===== src/rtl/acc_alu_pkg.sv =====
`timescale 1ns/1ps
package acc_alu_pkg;
    localparam int DW = 8;

    typedef enum logic [4:0] {
        OP_ADD  = 5'd0,  OP_ADDC = 5'd1,  OP_SUBB = 5'd2,  OP_INC  = 5'd3,
        OP_DEC  = 5'd4,  OP_AND  = 5'd5,  OP_OR   = 5'd6,  OP_XOR  = 5'd7,
        OP_CLR  = 5'd8,  OP_CPL  = 5'd9,  OP_RL   = 5'd10, OP_RLC  = 5'd11,
        OP_RR   = 5'd12, OP_RRC  = 5'd13, OP_SWAP = 5'd14, OP_DA   = 5'd15,
        OP_MUL  = 5'd16, OP_DIV  = 5'd17
    } alu_op_e;

    typedef struct packed {
        logic cy;
        logic ac;
        logic ov;
    } flags_t;

    typedef struct packed {
        logic [DW-1:0] a;
        logic [DW-1:0] b;
        flags_t        f;
    } alu_res_t;

    function automatic logic odd_par(input logic [DW-1:0] v);
        return ^v;
    endfunction

    function automatic logic is_iter(input alu_op_e o);
        return (o == OP_MUL) || (o == OP_DIV);
    endfunction
endpackage


===== src/rtl/acc_alu_single.sv =====
`timescale 1ns/1ps
module acc_alu_single
    import acc_alu_pkg::*;
#(
    parameter int W = DW
) (
    input  alu_op_e       op_e,
    input  logic [W-1:0]  a,
    input  logic [W-1:0]  b,
    input  flags_t        fin,
    output alu_res_t      res
);
    localparam int NB = W / 2;

    logic          cin;
    logic [W:0]    wide;
    logic [NB:0]   half;
    logic          lo_fix, hi_fix;
    logic [W:0]    t1, t2;

    always_comb begin
        res    = '{a: a, b: b, f: fin};
        cin    = (op_e == OP_ADDC || op_e == OP_SUBB) ? fin.cy : 1'b0;
        wide   = '0;
        half   = '0;
        lo_fix = 1'b0;
        hi_fix = 1'b0;
        t1     = '0;
        t2     = '0;
        unique case (op_e)
            OP_ADD, OP_ADDC: begin
                wide = {1'b0, a} + {1'b0, b} + {{W{1'b0}}, cin};
                half = {1'b0, a[NB-1:0]} + {1'b0, b[NB-1:0]} + {{NB{1'b0}}, cin};
                res.a    = wide[W-1:0];
                res.f.cy = wide[W];
                res.f.ac = half[NB];
                res.f.ov = (a[W-1] == b[W-1]) && (wide[W-1] != a[W-1]);
            end
            OP_SUBB: begin
                wide = {1'b0, a} - {1'b0, b} - {{W{1'b0}}, cin};
                half = {1'b0, a[NB-1:0]} - {1'b0, b[NB-1:0]} - {{NB{1'b0}}, cin};
                res.a    = wide[W-1:0];
                res.f.cy = wide[W];
                res.f.ac = half[NB];
                res.f.ov = (a[W-1] != b[W-1]) && (wide[W-1] != a[W-1]);
            end
            OP_INC:  res.a = a + W'(1);
            OP_DEC:  res.a = a - W'(1);
            OP_AND:  res.a = a & b;
            OP_OR:   res.a = a | b;
            OP_XOR:  res.a = a ^ b;
            OP_CLR:  res.a = '0;
            OP_CPL:  res.a = ~a;
            OP_RL:   res.a = {a[W-2:0], a[W-1]};
            OP_RR:   res.a = {a[0], a[W-1:1]};
            OP_RLC: begin
                res.a    = {a[W-2:0], fin.cy};
                res.f.cy = a[W-1];
            end
            OP_RRC: begin
                res.a    = {fin.cy, a[W-1:1]};
                res.f.cy = a[0];
            end
            OP_SWAP: res.a = {a[NB-1:0], a[W-1:NB]};
            OP_DA: begin
                lo_fix   = fin.ac || (a[NB-1:0] > NB'(9));
                t1       = {1'b0, a} + (lo_fix ? (W+1)'(6) : '0);
                hi_fix   = fin.cy || t1[W] || (t1[W-1:NB] > NB'(9));
                t2       = {1'b0, t1[W-1:0]} + (hi_fix ? (W+1)'(8'h60) : '0);
                res.a    = t2[W-1:0];
                res.f.cy = fin.cy || t1[W] || t2[W];
            end
            default: ;
        endcase
    end
endmodule


===== src/rtl/acc_alu_iter.sv =====
`timescale 1ns/1ps
module acc_alu_iter #(
    parameter int W = 8
) (
    input  logic          clk,
    input  logic          rst,
    input  logic          load,
    input  logic          div_sel,
    input  logic [W-1:0]  a,
    input  logic [W-1:0]  b,
    output logic          running,
    output logic          last,
    output logic          div_mode,
    output logic          zero_div,
    output logic [W-1:0]  nxt_hi,
    output logic [W-1:0]  nxt_lo
);
    localparam int CW = $clog2(W);
    localparam logic [CW-1:0] LAST_STEP = CW'(W - 1);

    logic [W-1:0]  hi_q, lo_q, dv_q;
    logic [CW-1:0] cnt_q;
    logic          run_q, mode_q;
    logic [W:0]    shifted, diff, summed;
    logic          fits;

    always_comb begin
        shifted = {hi_q, lo_q[W-1]};
        diff    = shifted - {1'b0, dv_q};
        fits    = shifted >= {1'b0, dv_q};
        summed  = {1'b0, hi_q} + (lo_q[0] ? {1'b0, dv_q} : '0);
        if (mode_q) begin
            nxt_hi = fits ? diff[W-1:0] : shifted[W-1:0];
            nxt_lo = {lo_q[W-2:0], fits};
        end else begin
            nxt_hi = summed[W:1];
            nxt_lo = {summed[0], lo_q[W-1:1]};
        end
    end

    always_ff @(posedge clk) begin
        if (rst) begin
            hi_q   <= '0;
            lo_q   <= '0;
            dv_q   <= '0;
            cnt_q  <= '0;
            run_q  <= 1'b0;
            mode_q <= 1'b0;
        end else if (load && !run_q) begin
            hi_q   <= '0;
            lo_q   <= a;
            dv_q   <= b;
            cnt_q  <= '0;
            run_q  <= 1'b1;
            mode_q <= div_sel;
        end else if (run_q) begin
            hi_q  <= nxt_hi;
            lo_q  <= nxt_lo;
            cnt_q <= cnt_q + CW'(1);
            if (cnt_q == LAST_STEP) run_q <= 1'b0;
        end
    end

    assign running  = run_q;
    assign last     = run_q && (cnt_q == LAST_STEP);
    assign div_mode = mode_q;
    assign zero_div = (dv_q == '0);
endmodule


===== src/rtl/acc_alu.sv =====
`timescale 1ns/1ps
module acc_alu
    import acc_alu_pkg::*;
#(
    parameter int W = DW
) (
    input  logic          clk,
    input  logic          rst,
    input  logic          start,
    input  logic [4:0]    op,
    input  logic [W-1:0]  acc_in,
    input  logic [W-1:0]  opnd_in,
    input  logic          cy_in,
    input  logic          ac_in,
    input  logic          ov_in,
    output logic [W-1:0]  acc_out,
    output logic [W-1:0]  b_out,
    output logic          cy_out,
    output logic          ac_out,
    output logic          ov_out,
    output logic          p_out,
    output logic          busy,
    output logic          done
);
    alu_op_e   op_e;
    alu_res_t  one_res;
    flags_t    fin;
    logic      accept, iter_run, iter_last, iter_div, iter_zero, ac_hold;
    logic [W-1:0] iter_hi, iter_lo;

    assign op_e   = alu_op_e'(op);
    assign fin    = '{cy: cy_in, ac: ac_in, ov: ov_in};
    assign accept = start && !iter_run;

    acc_alu_single #(.W(W)) u_single (
        .op_e (op_e),
        .a    (acc_in),
        .b    (opnd_in),
        .fin  (fin),
        .res  (one_res)
    );

    acc_alu_iter #(.W(W)) u_iter (
        .clk      (clk),
        .rst      (rst),
        .load     (start && is_iter(op_e)),
        .div_sel  (op_e == OP_DIV),
        .a        (acc_in),
        .b        (opnd_in),
        .running  (iter_run),
        .last     (iter_last),
        .div_mode (iter_div),
        .zero_div (iter_zero),
        .nxt_hi   (iter_hi),
        .nxt_lo   (iter_lo)
    );

    always_ff @(posedge clk) begin
        if (rst) begin
            acc_out <= '0;
            b_out   <= '0;
            cy_out  <= 1'b0;
            ac_out  <= 1'b0;
            ov_out  <= 1'b0;
            p_out   <= 1'b0;
            done    <= 1'b0;
            ac_hold <= 1'b0;
        end else begin
            done <= 1'b0;
            if (accept && !is_iter(op_e)) begin
                acc_out <= one_res.a;
                b_out   <= one_res.b;
                cy_out  <= one_res.f.cy;
                ac_out  <= one_res.f.ac;
                ov_out  <= one_res.f.ov;
                p_out   <= odd_par(one_res.a);
                done    <= 1'b1;
            end else if (accept) begin
                ac_hold <= ac_in;
            end else if (iter_last) begin
                acc_out <= iter_lo;
                b_out   <= iter_hi;
                cy_out  <= 1'b0;
                ac_out  <= ac_hold;
                ov_out  <= iter_div ? iter_zero : (iter_hi != '0);
                p_out   <= odd_par(iter_lo);
                done    <= 1'b1;
            end
        end
    end

    assign busy = iter_run;
endmodule


===== config.mk =====
export PLATFORM = sky130hd
export DESIGN_NAME = acc_alu
export DESIGN_NICKNAME = d
export VERILOG_FILES = /design/src/rtl/acc_alu_pkg.sv /design/src/rtl/acc_alu_single.sv /design/src/rtl/acc_alu_iter.sv /design/src/rtl/acc_alu.sv
export SDC_FILE = /design/constraint.sdc
export NUM_CORES = 1
export LEC_CHECK = 0
export ABC_AREA = 0
export BUFFER_PORTS_ARGS = -buffer_cell sky130_fd_sc_hd__buf_2
export CORE_MARGIN = 2
export CORE_UTILIZATION = 63
export CTS_BUF_LIST = sky130_fd_sc_hd__clkbuf_2
export CTS_CLUSTER_DIAMETER = 200
export DETAILED_ROUTE_END_ITERATION = 8
export GPL_TIMING_DRIVEN = 0
export PLACE_DENSITY = 0.82
export SETUP_SLACK_MARGIN = 0.5
export SLEW_MARGIN = 10
export SYNTH_ARGS = -nofsm -noshare
export SYNTH_HDL_FRONTEND = slang
export SYNTH_SLANG_ARGS = --single-unit

===== constraint.sdc =====
create_clock -name clk -period 6.5 [get_ports clk]
set_input_delay 1.3 -clock clk [delete_from_list [all_inputs] [get_ports clk]]
set_output_delay 1.3 -clock clk [all_outputs]
set_load 0.01 [all_outputs]

==> run_results.csv <==
group,metric,value,unit
placed_design,dp_slack,253,ps
floorplan,start_util,0.645,
critical_path,cpMostUsedCell,"nand2_1",
critical_path,arrival,6140,ps
global_route,grt_pass1_wl,29800,µm
timing,relSlewSlack,0.368,
timing,layout_worst_path_cycle_share,0.888,
final_layout,drive_above_1_share,0.0996,
drt,vias_per_cell,6.85,
power,peakVddDrop,170,µV
synth,ys_warn_count,0,
min_path,min_path_type,"reg2reg",
synth,synth_xor_area_frac,0.0739,
synth,avgSynthCellArea,7.65,µm²
clocking,cts_hold_buf,0,
timing,fmax,0.173,GHz
drt,drt_iter0_markers,756,
synth,ys.flop_type,"dfxtp_1",
drt,vias,6099,
synth,synthTopCellsByCount,"76 x nor2_1, 67 x nand2_1, 58 x ha_1, 51 x dfxtp_1, 47 x inv_1",
clocking,cts_root_buffer,"clkbuf_2",
synth,synth_cells,728,
critical_path,path_cells,"buf_2 > buf_2 > nor4_2 > nand2_1 > nand2_1 > nand2_1 > inv_1 > fa_1 > ha_1 > o21a_1 > nor3_1 > a21oi_1 > or4_1 > nand4_1 > a221oi_1 > a32oi_1 > xnor2_1 > xnor2_1 > a2111oi_2",
placed_design,io_buffers,47,
clocking,cts_resized,0,
synth,synth_edf_count,0,
timing,drv_slew,0,
placed_design,hpwl,14600,µm
clocking,insertion_delay,470,ps
synth,synth-adder-area-share,0.159,
final_layout,final_core_util,0.695,
timing,finalSetupTns,0,ps
final_layout,syn2layout_area_growth,7.75,%
timing,tightest_slew,941,ps
placed_design,placed_cell_area,5950,µm²
final_layout,stdcell_count,891,
global_route,gr-total-overflow,0,
global_route,first_global_vias,5674,
final_layout,fin_nets,875,
clocking,clkTransAtPathRegs,270,ps
synth,synthTopCellsByArea,"dfxtp_1 18%, ha_1 13%, xnor2_1 5.8%, nor2_1 5.1%, nand2_1 4.5%",
power,power_density,137,nW/µm²
drt,drtAntennaViolNets,0,
global_route,grt_max_degree,19,
synth,synth_top_family_by_area,"compound AO/OA/AOI/OAI gates",
global_route,grt_usage,0.384,
critical_path,startpoint_type,"primary input",
floorplan,die_area,9610,µm²
critical_path,required,6870,ps
clocking,cts-buffers-inserted,5,
power,leakage,2.46,nW
timing,finalSetupViolCount,0,
floorplan,die_h,98.0,µm
timing,hold_viol,0,
clocking,cts_max_level,2,
synth,synth.distinct_cells,79,
critical_path,worstPathMaxFanout,10,
drt,dr.pass1.iters,5,
synth,yosysTopAreaCellShare,0.183,
timing,finalWorstSetupSlack,725,ps
drt,totalWireLength,18800,µm
final_layout,diodes,0,
timing,timing.final.crit_period,5770,ps
synth,synthArstFlopShare,0,
clocking,clockBufferDepth,2,
outcome,status,"completed",
timing,grt_setup_unrepaired,"no",
synth,synth_nets,821,
synth,yosysMostFrequentCell,"nor2_1",
synth,netlist.top_cell.by_area,"dfxtp_1",
critical_path,critical_path.top_delay_family,"simple AND/OR/NAND/NOR gates",
job,drv_cap,0,
synth,synth.area.mux_share,0.0328,
global_route,antenna_found_initial,0,
clocking,post-cts-setup-buffers,0,
clocking,numClockSinks,51,
synth,synth_area,5570,µm²
timing,skew,31.1,ps
critical_path,crit_slowest_cell,"nor4_2",
drt,wl_per_cell,21.1,µm
synth,seq_area_frac_synth,0.183,
synth,synth-compound-area-share,0.268,
critical_path,crit_path_max_incr_delay,720,ps
floorplan,pin_count,49,
drt,route.detailed.drc,0,
floorplan,rows,34,
floorplan,core_area,8640,µm²
synth,synth_seq_cells,51,
clocking,cts_tree,"yes",
floorplan,die_x,98.0,µm
placed_design,post-place-cells,883,
critical_path,path_buf_inv,3,
synth,yosys.area_share.simple,0.222,
critical_path,crit_type,"in2reg",
final_layout,fin_area,6000,µm²
critical_path,end_kind,"flop",
placed_design,gp_congestion,1.06,
==> sequential cells by signal, indices dropped and copies added (netlist names) <==
| register | count |
|---|---|
| acc_out | 8 |
| b_out | 8 |
| u_iter.dv_q | 8 |
| u_iter.hi_q | 8 |
| u_iter.lo_q | 8 |
| u_iter.cnt_q | 3 |
| ac_hold | 1 |
| ac_out | 1 |
| cy_out | 1 |
| done | 1 |
| ov_out | 1 |
| p_out | 1 |
| u_iter.div_mode | 1 |
| u_iter.running | 1 |
==> logic make-up after synthesis <==
group                      Yosys count
and+or+nand+nor                    253
AOI/OAI and AO/OA                  206
buffers and inverters               87
adders and majority gates           66
DFF                                 51
xor gates and xnor gates            47
muxes                               18
==> layer usage <==
| layer | wire length [µm] | track usage | up-vias |
|---|---|---|---|
| met5 | 0 | 0 | - |
| met4 | 566 | 0.107 | 0 |
| met3 | 2210 | 0.0694 | 62 |
| met2 | 7940 | 0.567 | 425 |
| met1 | 8120 | 0.573 | 2854 |
| li1 | - | - | 2758 |
==> layout by cell type (no fill, tap or decap), types with 8 or more instances in the layout <==
cell type / netlist / final
inv_1: 47 / 47
fa_1: 8 / 8
nor3_1: 12 / 12
nand2b_1: 8 / 8
o21ai_0: 20 / 20
xnor2_1: 37 / 37
dfxtp_1: 51 / 51
a221oi_1: 13 / 13
nand4_1: 8 / 8
nor2b_1: 10 / 10
clkbuf_1: 32 / 31
nand3_1: 19 / 19
a21o_1: 9 / 9
a211oi_1: 24 / 24
mux2i_1: 16 / 16
and3_1: 8 / 8
xor2_1: 10 / 10
a21oi_1: 46 / 46
nor2_1: 76 / 76
buf_2: 4 / 51
ha_1: 58 / 58
nand2_1: 67 / 67
a31oi_1: 11 / 11
and2_1: 14 / 14
a22oi_1: 13 / 13
==> tightest hold or removal path: stages (launching register included) <==
cell	delay, ps
dfxtp_1	380
nand2_1	50
a21oi_1	50
==> path summary, 6_finish.rpt <==
path,from,to,slack [ps],depth (start not counted)
worst max-delay path,op[4],p_out,730,19
worst min-delay path,ac_hold,ac_hold,490,2
worst max register to register,u_iter.dv_q[1],ov_out,2630,13
worst min register to register,ac_hold,ac_hold,490,2
==> power breakdown <==
part / internal (W) / switching, W / leakage [nW]
Sequential: 0.000327 / 0.00000946 / 0.415
Combinational: 0.000131 / 0.000206 / 2.01
Clock: 0.0000302 / 0.000118 / 0.0311
Total: 0.000489 / 0.000334 / 2.46
==> cell type report <==
type | instances | area, µm²
flip-flops and latches | 51 | 1020
inverters | 48 | 180
well taps | 108 | 135
clock inverters | 3 | 27.5
plain buffers | 39 | 160
multi-input cells | 590 | 4220
repair buffers | 47 | 235
fillers | 751 | 2640
clock buffers | 5 | 25.0
==> through the flow <==
step	hold WS (ps)	total power, W
2_1_floorplan	432	0.000567
3_3_place_gp	440	0.000657
3_5_place_dp	451	0.000666
4_1_cts	479	0.000810
5_1_grt	505	0.000861
6_report	485	0.000823
No activity file was read; power rests on OpenSTA's default activity.
